## config.mk

```make
export PLATFORM = sky130hd
export DESIGN_NAME = dlb_core
export DESIGN_NICKNAME = d
export VERILOG_FILES = /design/src/rtl/dlb_pkg.sv /design/src/rtl/dlb_decode.sv /design/src/rtl/dlb_regfile.sv /design/src/rtl/dlb_core.sv
export SDC_FILE = /design/constraint.sdc
export NUM_CORES = 1
export LEC_CHECK = 0
export BUFFER_PORTS_ARGS = -buffer_cell sky130_fd_sc_hd__buf_2
export CAP_MARGIN = 5
export CORE_ASPECT_RATIO = 1.75
export CORE_MARGIN = 8
export CORE_UTILIZATION = 25
export DETAILED_ROUTE_END_ITERATION = 16
export MAX_ROUTING_LAYER = met4
export REMOVE_ABC_BUFFERS = 1
export SLEW_MARGIN = 20
export SYNTH_ARGS = -nofsm -noshare
export SYNTH_HDL_FRONTEND = slang
export SYNTH_SLANG_ARGS = --single-unit
```

## constraint.sdc

```tcl
create_clock -name clk -period 6.75 [get_ports clk]
set_input_delay 1.35 -clock clk [delete_from_list [all_inputs] [get_ports clk]]
set_output_delay 1.35 -clock clk [all_outputs]
set_load 0.02 [all_outputs]
```

## src/rtl/dlb_pkg.sv

```systemverilog
package dlb_pkg;
    localparam int DW   = 16;
    localparam int AW   = 8;
    localparam int RW   = 4;
    localparam int OPW  = 4;
    localparam int IW   = OPW + RW + AW;
    localparam int NREG = 1 << RW;

    typedef enum logic [OPW-1:0] {
        OP_NOP   = 4'd0,
        OP_LOAD  = 4'd1,
        OP_STORE = 4'd2,
        OP_ADD   = 4'd3,
        OP_ADDI  = 4'd4,
        OP_JUMP  = 4'd5,
        OP_HALT  = 4'd15
    } op_e;

    typedef struct packed {
        logic          ld;
        logic          st;
        logic          add;
        logic          addi;
        logic          jmp;
        logic          hlt;
        logic          use_a;
        logic          use_b;
        logic [RW-1:0] rd;
        logic [RW-1:0] ra;
        logic [RW-1:0] rb;
        logic [AW-1:0] fld;
    } dec_t;

    typedef struct packed {
        logic [AW-1:0] pc;
        logic [IW-1:0] ir;
        logic          ir_v;
        logic          d_v;
        logic          d_ld;
        logic [RW-1:0] d_rd;
        logic [AW-1:0] d_addr;
        logic [DW-1:0] d_data;
        logic          jp;
        logic [AW-1:0] jt;
        logic          halt;
    } core_st_t;
endpackage

```

## src/rtl/dlb_decode.sv

```systemverilog
module dlb_decode
    import dlb_pkg::*;
(
    input  logic [IW-1:0] instr,
    output dec_t          dec
);
    logic [OPW-1:0] op;

    always_comb begin
        op      = instr[IW-1 -: OPW];
        dec     = '0;
        dec.rd  = instr[AW +: RW];
        dec.fld = instr[AW-1:0];
        case (op)
            OP_LOAD:  dec.ld = 1'b1;
            OP_STORE: begin
                dec.st    = 1'b1;
                dec.ra    = instr[AW +: RW];
                dec.use_a = 1'b1;
            end
            OP_ADD: begin
                dec.add   = 1'b1;
                dec.ra    = instr[RW +: RW];
                dec.rb    = instr[RW-1:0];
                dec.use_a = 1'b1;
                dec.use_b = 1'b1;
            end
            OP_ADDI: begin
                dec.addi  = 1'b1;
                dec.ra    = instr[AW +: RW];
                dec.use_a = 1'b1;
            end
            OP_JUMP:  dec.jmp = 1'b1;
            OP_HALT:  dec.hlt = 1'b1;
            default:  ;
        endcase
    end
endmodule

```

## src/rtl/dlb_regfile.sv

```systemverilog
module dlb_regfile
    import dlb_pkg::*;
(
    input  logic          clk,
    input  logic          rst_n,
    input  logic [RW-1:0] ra_a,
    input  logic [RW-1:0] ra_b,
    output logic [DW-1:0] rd_a,
    output logic [DW-1:0] rd_b,
    input  logic          we_e,
    input  logic [RW-1:0] wa_e,
    input  logic [DW-1:0] wd_e,
    input  logic          we_d,
    input  logic [RW-1:0] wa_d,
    input  logic [DW-1:0] wd_d
);
    logic [DW-1:0] rf_q [NREG];

    assign rd_a = rf_q[ra_a];
    assign rd_b = rf_q[ra_b];

    // The execute-phase port is written last so the younger instruction wins.
    always_ff @(posedge clk or negedge rst_n) begin
        if (!rst_n) begin
            for (int i = 0; i < NREG; i++) rf_q[i] <= '0;
        end else begin
            if (we_d) rf_q[wa_d] <= wd_d;
            if (we_e) rf_q[wa_e] <= wd_e;
        end
    end
endmodule

```

## src/rtl/dlb_core.sv

```systemverilog
module dlb_core
    import dlb_pkg::*;
(
    input  logic          clk,
    input  logic          rst_n,
    output logic [AW-1:0] mem_addr,
    output logic          mem_we,
    output logic [DW-1:0] mem_wdata,
    input  logic [DW-1:0] mem_rdata,
    output logic          halted
);
    core_st_t      st_q, st_d;
    dec_t          dec;
    logic [DW-1:0] rdat_a, rdat_b, alu_res;
    logic          e_go, ld_stall, fetch, d_busy, e_jump, we_e, we_d;
    logic [AW-1:0] e_tgt;
    logic [IW-1:0] ir_q;

    dlb_decode u_dec (
        .instr (st_q.ir),
        .dec   (dec)
    );

    dlb_regfile u_rf (
        .clk   (clk),
        .rst_n (rst_n),
        .ra_a  (dec.ra),
        .ra_b  (dec.rb),
        .rd_a  (rdat_a),
        .rd_b  (rdat_b),
        .we_e  (we_e),
        .wa_e  (dec.rd),
        .wd_e  (alu_res),
        .we_d  (we_d),
        .wa_d  (st_q.d_rd),
        .wd_d  (mem_rdata)
    );

    always_comb begin
        d_busy   = st_q.d_v;
        ld_stall = st_q.ir_v && st_q.d_v && st_q.d_ld &&
                   ((dec.use_a && dec.ra == st_q.d_rd) ||
                    (dec.use_b && dec.rb == st_q.d_rd));
        e_go     = st_q.ir_v && !ld_stall;
        e_jump   = e_go && dec.jmp;
        e_tgt    = dec.fld;
        fetch    = !st_q.halt && !st_q.d_v && !(e_go && dec.hlt);
        alu_res  = dec.add ? rdat_a + rdat_b
                           : rdat_a + {{(DW-AW){1'b0}}, dec.fld};
        we_e     = e_go && (dec.add || dec.addi);
        we_d     = st_q.d_v && st_q.d_ld;
        ir_q     = st_q.ir;

        mem_addr  = st_q.d_v ? st_q.d_addr : st_q.pc;
        mem_we    = st_q.d_v && !st_q.d_ld;
        mem_wdata = st_q.d_data;
        halted    = st_q.halt;

        st_d        = st_q;
        st_d.d_v    = e_go && (dec.ld || dec.st);
        st_d.d_ld   = dec.ld;
        st_d.d_rd   = dec.rd;
        st_d.d_addr = dec.fld;
        st_d.d_data = rdat_a;

        if (fetch) begin
            st_d.ir   = mem_rdata[IW-1:0];
            st_d.ir_v = 1'b1;
            st_d.pc   = st_q.pc + 1'b1;
        end else if (!ld_stall) begin
            st_d.ir_v = 1'b0;
        end

        if (e_jump) begin
            if (fetch) begin
                st_d.pc = dec.fld;
            end else begin
                st_d.jp = 1'b1;
                st_d.jt = dec.fld;
            end
        end

        if (st_q.jp && fetch) begin
            st_d.pc = st_q.jt;
            st_d.jp = 1'b0;
        end

        if (e_go && dec.hlt) st_d.halt = 1'b1;
    end

    always_ff @(posedge clk or negedge rst_n) begin
        if (!rst_n) st_q <= '0;
        else        st_q <= st_d;
    end
endmodule

```

# ---- Yosys cells after proc, flatten, opt, wreduce, memory -nomap -nowiden
# Cells that the tools add are included.
dict set report word_totals {
  reg_bits 321
  in_bits 18
  output_inout_bits 26
  word_cells 115
}
dict set report op_classes {
  add_sub_neg 3
  magnitude_cmp 6
  eq_ne 10
  n_mux 34
  bitwise_logic 5
  n_reduce_logical 30
}
# cell count
set ops {}
lappend ops {{$bwmux 256} 2}
lappend ops {{$mux 256} 2}
lappend ops {{$bmux 16 s4} 2}
lappend ops {{$demux 16 s4} 2}
lappend ops {{$mux 16} 7}
lappend ops {{$mux 8} 4}
lappend ops {{$mux 24} 1}
lappend ops {{$ge 5x5->1 const B} 4}
lappend ops {{$not 4->5} 4}
lappend ops {{$mux 9} 2}
lappend ops {{$logic_and 1x1->1} 17}
lappend ops {{$add 16x16->16} 1}
lappend ops {{$add 16x8->16} 1}
lappend ops {{$lt 5x1->1 const B} 2}
lappend ops {{$mux 1} 10}
lappend ops {{$add 8x1->8 const B} 1}
lappend ops {{$eq 4x2->1 const B} 2}
lappend ops {{$eq 4x3->1 const B} 2}
lappend ops {{$eq 4x4->1} 2}
lappend ops {{$pmux 4 s2} 1}
lappend ops {{$logic_not 1->1} 5}
lappend ops {{$eq 4x1->1 const B} 1}
lappend ops {{$eq 4x4->1 const B} 1}
lappend ops {{$mux 4} 1}
lappend ops {{7 further kinds} 11}

# ---- Depth between registers and ports, before layout
# Gate-level depths: netlist of run 1.
dict set report logic_depth {
  word_depth 16
  depth_mapped 24
  ltp_nobuf 18
}

# ---- By module
# From an unflattened synthesis of run 1, not the netlist that was laid out.
dict set report hier_totals {
  cells_unflattened 2249
  area_unflattened_um2 20972.6
}
# module instances cells_each area_each_um2 seq_area_each_um2
set modules_own_cells {}
lappend modules_own_cells {dlb_regfile 1 1876 17092.6 6406.1}
lappend modules_own_cells {dlb_core 1 331 3529.6 1626.6}
lappend modules_own_cells {dlb_decode 1 42 350.3 0.0}

# ---- Least setup slack after synthesis of run 1
# Ideal clock, no wire load.
dict set report synth_path {
  kind {flip-flop to flip-flop}
  start {register st_q (netlist bit ir_q[12])}
  end {register u_rf.rf_q[110] (netlist bit)}
  arrival_time_ns 5.290
  required_time_ns 6.613
  setup_slack_ns 1.323
  stages_incl_launch_ff 24
  cell_sequence {dfrtp_1 buf_2 and4bb_2 buf_2 nand2_2 buf_1 clkbuf_1 mux4_2 a211oi_1 a21oi_1 nand2_1 o21ai_0 ha_1 fa_1 a21o_1 a21oi_1 o211a_1 nor3_1 o41ai_1 mux2i_1 and3_1 clkbuf_1 clkbuf_1 a21oi_1}
}
dict set report synth_between {
  elab_chain_len 11
}
# element line_no
set synth_rtl {}
lappend synth_rtl {{start, declared} dlb_core.sv:12} ;# core_st_t st_q, st_d;
lappend synth_rtl {{start signal, assigned} dlb_core.sv:93} ;# else st_q <= st_d;
lappend synth_rtl {{$eq 4x2->1 / $eq 4x3->1 (equally long branches)} dlb_decode.sv:14} ;# case (op)
lappend synth_rtl {{$reduce_or 2->1 (no source line)} --}
lappend synth_rtl {{$pmux 4 s2} dlb_decode.sv:14}
lappend synth_rtl {{$not 4->5 (not written as such) / $eq 4x4->1 (equally long branches)} {dlb_regfile.sv:19, dlb_core.sv:42}}
lappend synth_rtl {{$bmux 16 s4 / $logic_and 1x1->1 (equally long branches)} {dlb_regfile.sv:19, dlb_core.sv:42}}
lappend synth_rtl {{$mux 16 (not written as such) / $logic_or 1x1->1 (equally long branches)} {dlb_regfile.sv:19, dlb_core.sv:42}}
lappend synth_rtl {{$mux 16 (not written as such) / $logic_and 1x1->1 (equally long branches)} {dlb_regfile.sv:19, dlb_core.sv:41}}
lappend synth_rtl {{$add 16x8->16 (tied with other cells)} dlb_core.sv:49} ;# : rdat_a + {{(DW-AW){1'b0}}, dec.fld};
lappend synth_rtl {{$mux 16 / $logic_and 1x1->1 (equally long branches)} {dlb_core.sv:48, dlb_core.sv:44}}
lappend synth_rtl {{$bwmux 256 / $logic_and 1x1->1 (equally long branches)} {dlb_regfile.sv:28, dlb_core.sv:50}}
lappend synth_rtl {{$mux 256 (*)} dlb_regfile.sv:28} ;# if (we_e) rf_q[wa_e] <= wd_e;
lappend synth_rtl {{end signal, assigned by index} dlb_regfile.sv:27} ;# if (we_d) rf_q[wa_d] <= wd_d;
lappend synth_rtl {{end signal, assigned by index} dlb_regfile.sv:28}
lappend synth_rtl {{end, declared} dlb_regfile.sv:17} ;# logic [DW-1:0] rf_q [NREG];
# Every way passes the cells marked *; elsewhere a longest branch is shown, timed or not. The select of a mux whose other input is x is not followed.
# A chain may end at the register's enable or synchronous reset.

# ---- Worst setup path in the final report of run 1
dict set report layout_path {
  start {register st_q (netlist bit ir_q[15])}
  end {register u_rf.rf_q[143] (netlist bit)}
}
dict set report layout_between {
  elab_chain_len 11
}
# element line_no
set layout_rtl {}
lappend layout_rtl {{$eq 4x2->1 / $eq 4x3->1 (equally long branches)} dlb_decode.sv:14}
lappend layout_rtl {{$reduce_or 2->1 (no source line)} --}
lappend layout_rtl {{$pmux 4 s2 (*)} dlb_decode.sv:14}
lappend layout_rtl {{$not 4->5 (not written as such) (*)} dlb_regfile.sv:19} ;# assign rd_a = rf_q[ra_a];
lappend layout_rtl {{$bmux 16 s4 (*)} dlb_regfile.sv:19}
lappend layout_rtl {{$mux 16 (not written as such) (*) (2 in a row)} dlb_regfile.sv:19}
lappend layout_rtl {{named net rdat_a[1]} dlb_core.sv:14} ;# logic [DW-1:0] rdat_a, rdat_b, alu_res;
lappend layout_rtl {{$add 16x8->16 / $add 16x16->16 (equally long branches)} {dlb_core.sv:49, dlb_core.sv:48}}
lappend layout_rtl {{$mux 16 (*)} dlb_core.sv:48} ;# alu_res = dec.add ? rdat_a + rdat_b
lappend layout_rtl {{$bwmux 256 (*)} dlb_regfile.sv:28}
lappend layout_rtl {{$mux 256 (*)} dlb_regfile.sv:28}
# Mark *: on every way through the listed nets, which the timed path passes. The rest lies on a longest branch. The select of a mux whose other input is x is not followed.

==> impl_metrics.csv, run 1 <==
group,metric,value,unit
detailed_routing,wire_per_inst,24.42,um
global_routing,grt_pass1_vias,17718,
layout,nets,2217,
clock_tree,clkTransAtPathRegs,0.07,ns
setup_path,crit_type,"reg -> reg",
placed_design,hpwl,50.64,mm
synth,synth_area,20590,um2
setup_path,r2r_setup_slack,0.50,ns
power_and_ir_drop,comb_power_share,59.2,%
sta,max_slew_margin,18.54,%
clock_tree,cts_setup_buffers,0,
synth,yosysMostFrequentCell,"nand2_1",
setup_path,startpoint_type,"flop",
sta,setup-violations-final,0,
placed_design,globalplace.congestion,0.9214,
sta,maxSlewViolCount,0,
flow_run,cap_violations,0,
clock_tree,clockRootBuffer,"clkbuf_16",
clock_tree,cts_sinks,321,
power_and_ir_drop,power_density,599.5,nW/um2
sta,finalCriticalPeriod,6.250,ns
run_status,outcome,"finished, final reports clean",
power_and_ir_drop,ir_drop,418.1,uV
layout,area_delta_synth_final,12.09,%
layout,fillerInstances,8557,
sta,hold_viol,0,
detailed_routing,via_per_inst,5.542,
synth,synth-edff-count,0,
clock_tree,clk_latency,0.61,ns
power_and_ir_drop,p_switching,6.985,mW
sta,tns,0,ns
global_routing,grt_usage,17.21,%
setup_path,cp_data_required_time,7.18,ns
sta,finClkSkew,0.02552,ns
global_routing,grt_pass1_wl,117.2,mm
floorplanning,initial_core_util,25.14,%
synth,synthArstFlopShare,100.0,%
clock_tree,cts_htree_levels,1,
sta,max_slew.worst_pin.slew,1.219,ns
synth,yosys_warnings,0,
global_routing,antenna_found_initial,4,
min_path,hold-path-cell-count,2,
min_path,min_from,"st_q[4]",
setup_path,critPathArrivalTime,6.68,ns
detailed_routing,drtAntennaViolNets,0,
power_and_ir_drop,seqPwrFrac,26.8,%
power_and_ir_drop,power.share.switching,50.48,%
floorplanning,num_rows,139,
global_routing,grt_max_degree,131,
synth,ys_seq_elements,321,
layout,post-route-util,28.18,%
sta,hold_ws,0.4869,ns
clock_tree,hold_buffers,0,
synth,avgSynthCellArea,9.055,um2
layout,drive_above_1_share,17.41,%
min_path,hold_class,"reg -> reg",
clock_tree,post_cts_resized,0,
setup_path,cp-end-kind,"flop",
synth,yosysTopAreaCellShare,39.01,%
clock_tree,cts_tree,"built",
detailed_routing,num_vias,18106,
detailed_routing,drtIter0Drc,1789,
detailed_routing,first_pass_iters,6,
setup_path,worstReg2RegStart,"ir_q[15]",
synth,synth_top_flop_cell,"dfrtp_1",
global_routing,grt-ovfl-total,0,
synth,synthDistinctLibCells,75,
power_and_ir_drop,p_clk_share,14.0,%
sta,rsz0062_at_grt,"false",
clock_tree,clock_tree.buffer_depth,3,
synth,synthTopCellsByArea,"dfrtp_1 (39%), mux2_2 (6.8%), nand2_1 (6.6%), mux2i_1 (6.0%), a21oi_1 (5.4%)",
floorplanning,die_w,232.9,um
clock_tree,cts_buffers,30,
synth,synth_top_area_cell,"dfrtp_1",
power_and_ir_drop,p_leak,9.193,nW
placed_design,dp_worst_setup_slack,0.6359,ns
power_and_ir_drop,p_int,6.852,mW
synth,synth.top_cells.by_count,"nand2_1 (360), dfrtp_1 (321), a21oi_1 (221), clkbuf_1 (171), a211oi_1 (134)",
synth,yosysSeqAreaShare,39.01,%
setup_path,path_max_fanout,63,
floorplanning,core-area,81910,um2
placed_design,io_buffers,43,
floorplanning,die_area,92170,um2
setup_path,r2r_cells,15,
floorplanning,dieHeight,395.7,um
synth,syn_inst,2274,
detailed_routing,drt_wl_total,79.79,mm
sta,max_freq,160.0,MHz
floorplanning,ioPinCount,44,
detailed_routing,route.detailed.drc,0,
sta,layout_setup_ws,0.5002,ns
sta,fin_crit_sh,92.59,%
min_path,hold_end,"st_q[4]",
setup_path,r2r-end,"u_rf.rf_q[143]",
==> metrics by stage <==
step / area, um2 / instances / power (mW)
floorplan: 19500 / 2026 / 8.633
global placement: 21930 / 3205 / 11.72
detailed placement: 21930 / 3205 / 11.76
CTS: 23030 / 3261 / 13.75
global route: 23080 / 3267 / 14.63
finish: 23080 / 3267 / 13.84
==> worst max path at each step <==
stage,from,cells past startpoint,to
after global routing,ir_q[15],15,u_rf.rf_q[15]
after floorplan,ir_q[0],13,u_rf.rf_q[77]
final,ir_q[15],15,u_rf.rf_q[143]
after global placement,ir_q[15],15,u_rf.rf_q[47]
after CTS,ir_q[15],15,u_rf.rf_q[143]
after detailed placement,ir_q[15],15,u_rf.rf_q[47]
==> logic make-up after synthesis <==
family	synth area share, %
fa+ha+maj	1.069
compound gates	20.93
flops	39.01
xor+xnor	1.313
mux	15.54
simple gates	16.65
buf+inv	5.481
==> sequential cells by signal (all words and copies together), names as in the netlist, named ones only <==
signal / count
u_rf.rf_q: 256
st_q: 23
mem_wdata: 16
halted: 1
ir_q: 16
d_busy: 1
==> critical path: stages (launching register included) <==
cell      delay [ns]
dfrtp_1         0.65
or3b_1          0.54
o22a_4          0.78
nand2_1         0.10
and3_1          0.19
a311oi_1        0.25
o31a_1          0.40
ha_1            0.31
a211oi_1        0.47
o21ai_1         0.25
a31o_2          0.29
or4_1           0.42
a221o_1         0.34
a31oi_1         0.43
xnor2_2         0.45
mux2i_1         0.16
==> placed cells by master, fill, tap and decap left out, types with 12 or more instances in the layout <==
master     Yosys  layout
nand2_1      360     360
dfrtp_1      321     318
a21oi_1      221     221
a211oi_1     134     134
mux2i_1      124     124
mux2_2       124     124
nor2b_1      102     102
nor2_1       111     101
nand3_1       77      77
buf_4         18      72
o21ai_0       59      58
and3_1        46      46
a311oi_1      43      43
o21ai_1       41      42
buf_2         35      42
clkbuf_16      0      31
a221oi_1      30      30
mux4_2        24      24
xnor2_1       16      16
ha_1          16      16
a22oi_1       15      15
a2111oi_4      7      13
a31oi_1       12      12
xor2_1        13      12
==> power groups by stage <==
| stage | Sequential [mW] | Combinational (mW) | Clock (mW) |
|---|---|---|---|
| 2_1_floorplan | 3.51 | 5.12 | 0 |
| 3_3_place_gp | 3.69 | 8.03 | 0 |
| 3_5_place_dp | 3.70 | 8.06 | 0 |
| 4_1_cts | 3.67 | 8.10 | 1.97 |
| 5_1_grt | 3.80 | 8.80 | 2.03 |
| 6_report | 3.70 | 8.20 | 1.94 |
==> per-layer routing <==
metal	part of all wire (%)	global-route usage [%]	up-vias
met4	9.3	13.74	0
met3	6.9	2.554	317
met1	36	18.82	8913
li1	-	-	8028
met2	47	27.65	848
met5	0	-	-
==> area by class of cell <==
cell class / instances / area [um2] / area share, %
Antenna cell: 4 / 10.01 / 0.04337
Clock buffer: 39 / 855.8 / 3.708
Clock inverter: 17 / 242.7 / 1.052
Inverter: 9 / 33.78 / 0.1464
Multi-Input combinational cell: 1696 / 11620 / 50.37
Sequential cell: 321 / 8036 / 34.82
Tap cell: 1057 / 1323 / 5.730
Timing Repair Buffer: 124 / 953.4 / 4.131
No activity file was read; power rests on OpenSTA's default activity.
==> run 2: changes to the inputs <==
--- a/config.mk
+++ b/config.mk
@@ -14,2 +14,3 @@
 export MAX_ROUTING_LAYER = met4
+export PLACE_DENSITY = 0.49
 export REMOVE_ABC_BUFFERS = 1
--- a/constraint.sdc
+++ b/constraint.sdc
@@ -3,2 +3,2 @@
 set_output_delay 1.35 -clock clk [all_outputs]
-set_load 0.02 [all_outputs]
+set_load 0.05 [all_outputs]
==> run 2 against run 1 <==
Total power is essentially flat. Maximum frequency rose by 2.6%. Critical path depth rose by 1. Clock skew shrank 0.0085 ns. Die area unchanged. Final cell count about the same. First-iteration DRC count rose by 12%. Clock-buffer cell count shrank 1. Register-to-register slack better by 0.16 ns. Wire length increased by 5.4%.
==> impl_metrics.csv, run 2 (synthesis gave the netlist of run 1 again) <==
group,metric,value,unit
run_status,outcome,"finished, final reports clean",
sta,fin_crit_sh,90.27,%
clock_tree,cts_tree,"built",
sta,setup-violations-final,0,
layout,regMostFlops,"u_rf.rf_q",
setup_path,cpPeakStageDelay,0.71,ns
sta,finClkSkew,0.01702,ns
detailed_routing,wire_per_inst,25.76,um
placed_design,io_buffers,43,
detailed_routing,route.detailed.drc,0,
global_routing,grt_usage,18.29,%
global_routing,grt_pass1_vias,18050,
detailed_routing,num_vias,18294,
global_routing,grt-ovfl-total,0,
sta,maxSlewViolCount,0,
global_routing,grt_max_degree,146,
clock_tree,clk_latency,0.61,ns
layout,nets,2219,
clock_tree,hold_buffers,0,
setup_path,path_cells,"and4bb_2 -> and2_1 -> nor2_1 -> a221o_1 -> mux4_2 -> nand2_1 -> nand2_1 -> ha_1 -> nor3_1 -> nor2_1 -> a31o_2 -> or4_1 -> a221o_1 -> a31oi_1 -> xnor2_2 -> a21oi_1",
power_and_ir_drop,p_leak,9.155,nW
setup_path,cp_data_required_time,7.20,ns
layout,final_common_cell,"nand2_1",
detailed_routing,drtIter0Drc,2000,
sta,rsz0062_at_grt,"false",
floorplanning,die_w,232.9,um
layout,final_cell_mix,"nand2_1 (360), dfrtp_1 (318), a21oi_1 (221), a211oi_1 (134)",
clock_tree,cts_setup_buffers,0,
layout,drive_above_1_share,17.60,%
sta,finalCriticalPeriod,6.093,ns
layout,area_delta_synth_final,11.44,%
clock_tree,clockRootBuffer,"clkbuf_16",
clock_tree,cts_htree_levels,1,
layout,reg_top3,"u_rf.rf_q: 256 flops, st_q: 23 flops",
floorplanning,initial_core_util,25.14,%
power_and_ir_drop,ir_drop,370.9,uV
floorplanning,num_rows,139,
sta,max_slew.worst_pin.slew,1.135,ns
sta,hold_viol,0,
sta,max_freq,164.1,MHz
clock_tree,post_cts_resized,0,
global_routing,antenna_found_initial,2,
clock_tree,cts_sinks,321,
setup_path,critPathArrivalTime,6.54,ns
global_routing,grt_pass1_wl,123.3,mm
clock_tree,cts_buffers,31,
clock_tree,clock_tree.buffer_depth,3,
layout,largest_reg_flops,256,
detailed_routing,drtAntennaViolNets,0,
detailed_routing,via_per_inst,5.605,
setup_path,crit_type,"reg -> reg",
flow_run,cap_violations,0,
power_and_ir_drop,power_density,602.8,nW/um2
placed_design,hpwl,52.49,mm
setup_path,path_max_fanout,16,
placed_design,globalplace.congestion,0.9270,
setup_path,crit_slowest_cell,"and2_1",
floorplanning,dieHeight,395.7,um
sta,tns,0,ns
sta,max_slew_margin,24.34,%
setup_path,cp-end-kind,"flop",
min_path,hold_class,"reg -> reg",
detailed_routing,first_pass_iters,6,
floorplanning,core-area,81910,um2
detailed_routing,drt_wl_total,84.09,mm
floorplanning,ioPinCount,44,
clock_tree,clkTransAtPathRegs,0.07,ns
layout,post-route-util,28.01,%
floorplanning,die_area,92170,um2
setup_path,startpoint_type,"flop",
run 2: area by class of cell:
type	instances	area, um2
Timing Repair Buffer	125	914.6
Sequential cell	321	8036
Clock inverter	16	141.4
Inverter	9	33.78
Tap cell	1057	1323
Multi-Input combinational cell	1696	11650
Fill cell	8554	58970
Antenna cell	2	5.005
Clock buffer	38	842.1
run 2: path summary, 6_finish.rpt:
kind,endpoint,slack [ns],start,cells past startpoint
min in group asynchronous,u_rf.rf_q[16],0.66,rst_n,1
hold / removal,st_q[4],0.49,st_q[4],2
hold reg to reg,st_q[4],0.49,st_q[4],2
setup / recovery,u_rf.rf_q[255],0.66,ir_q[15],16
setup reg to reg,u_rf.rf_q[255],0.66,ir_q[15],16
max in group asynchronous,ir_q[0],4.78,rst_n,2
run 2: power by group:
part	switching [mW]	total (mW)	internal [mW]
registers	0.916	3.71	2.79
logic	5.42	8.32	2.90
clock network	0.841	1.80	0.959
run 2: critical path: cells and delay by family, from the launching register on:
kind / cells / cell delay (ns)
xor gates and xnor gates: 1 / 0.43
and+or+nand+nor: 8 / 2.61
DFF: 1 / 0.56
adders and majority gates: 1 / 0.38
AOI/OAI and AO/OA: 5 / 1.48
muxes: 1 / 0.46
run 2: metrics by stage:
stage | hold WS, ns | power (mW) | cell area (um2) | worst slack [ns] | cells
after global placement | 0.4620 | 11.72 | 21890 | 0.8515 | 3206
after global routing | 0.5212 | 14.66 | 22950 | 0.3063 | 3264
final | 0.4877 | 13.83 | 22950 | 0.6566 | 3264
after detailed placement | 0.4717 | 11.90 | 21910 | 0.7059 | 3207
after CTS | 0.4906 | 13.75 | 22900 | 0.6926 | 3261
after floorplan | 0.4248 | 8.813 | 19500 | 0.2221 | 2026
run 2: metal layers:
layer / track usage, % / up-vias / wire, um / part of all wire [%]
li1: - / 8018 / - / -
met1: 20.68 / 9144 / 31610 / 38
met2: 30.32 / 873 / 41180 / 49
met3: 2.304 / 259 / 5132 / 6.1
met4: 11.54 / 0 / 6161 / 7.3
met5: - / - / 0 / 0
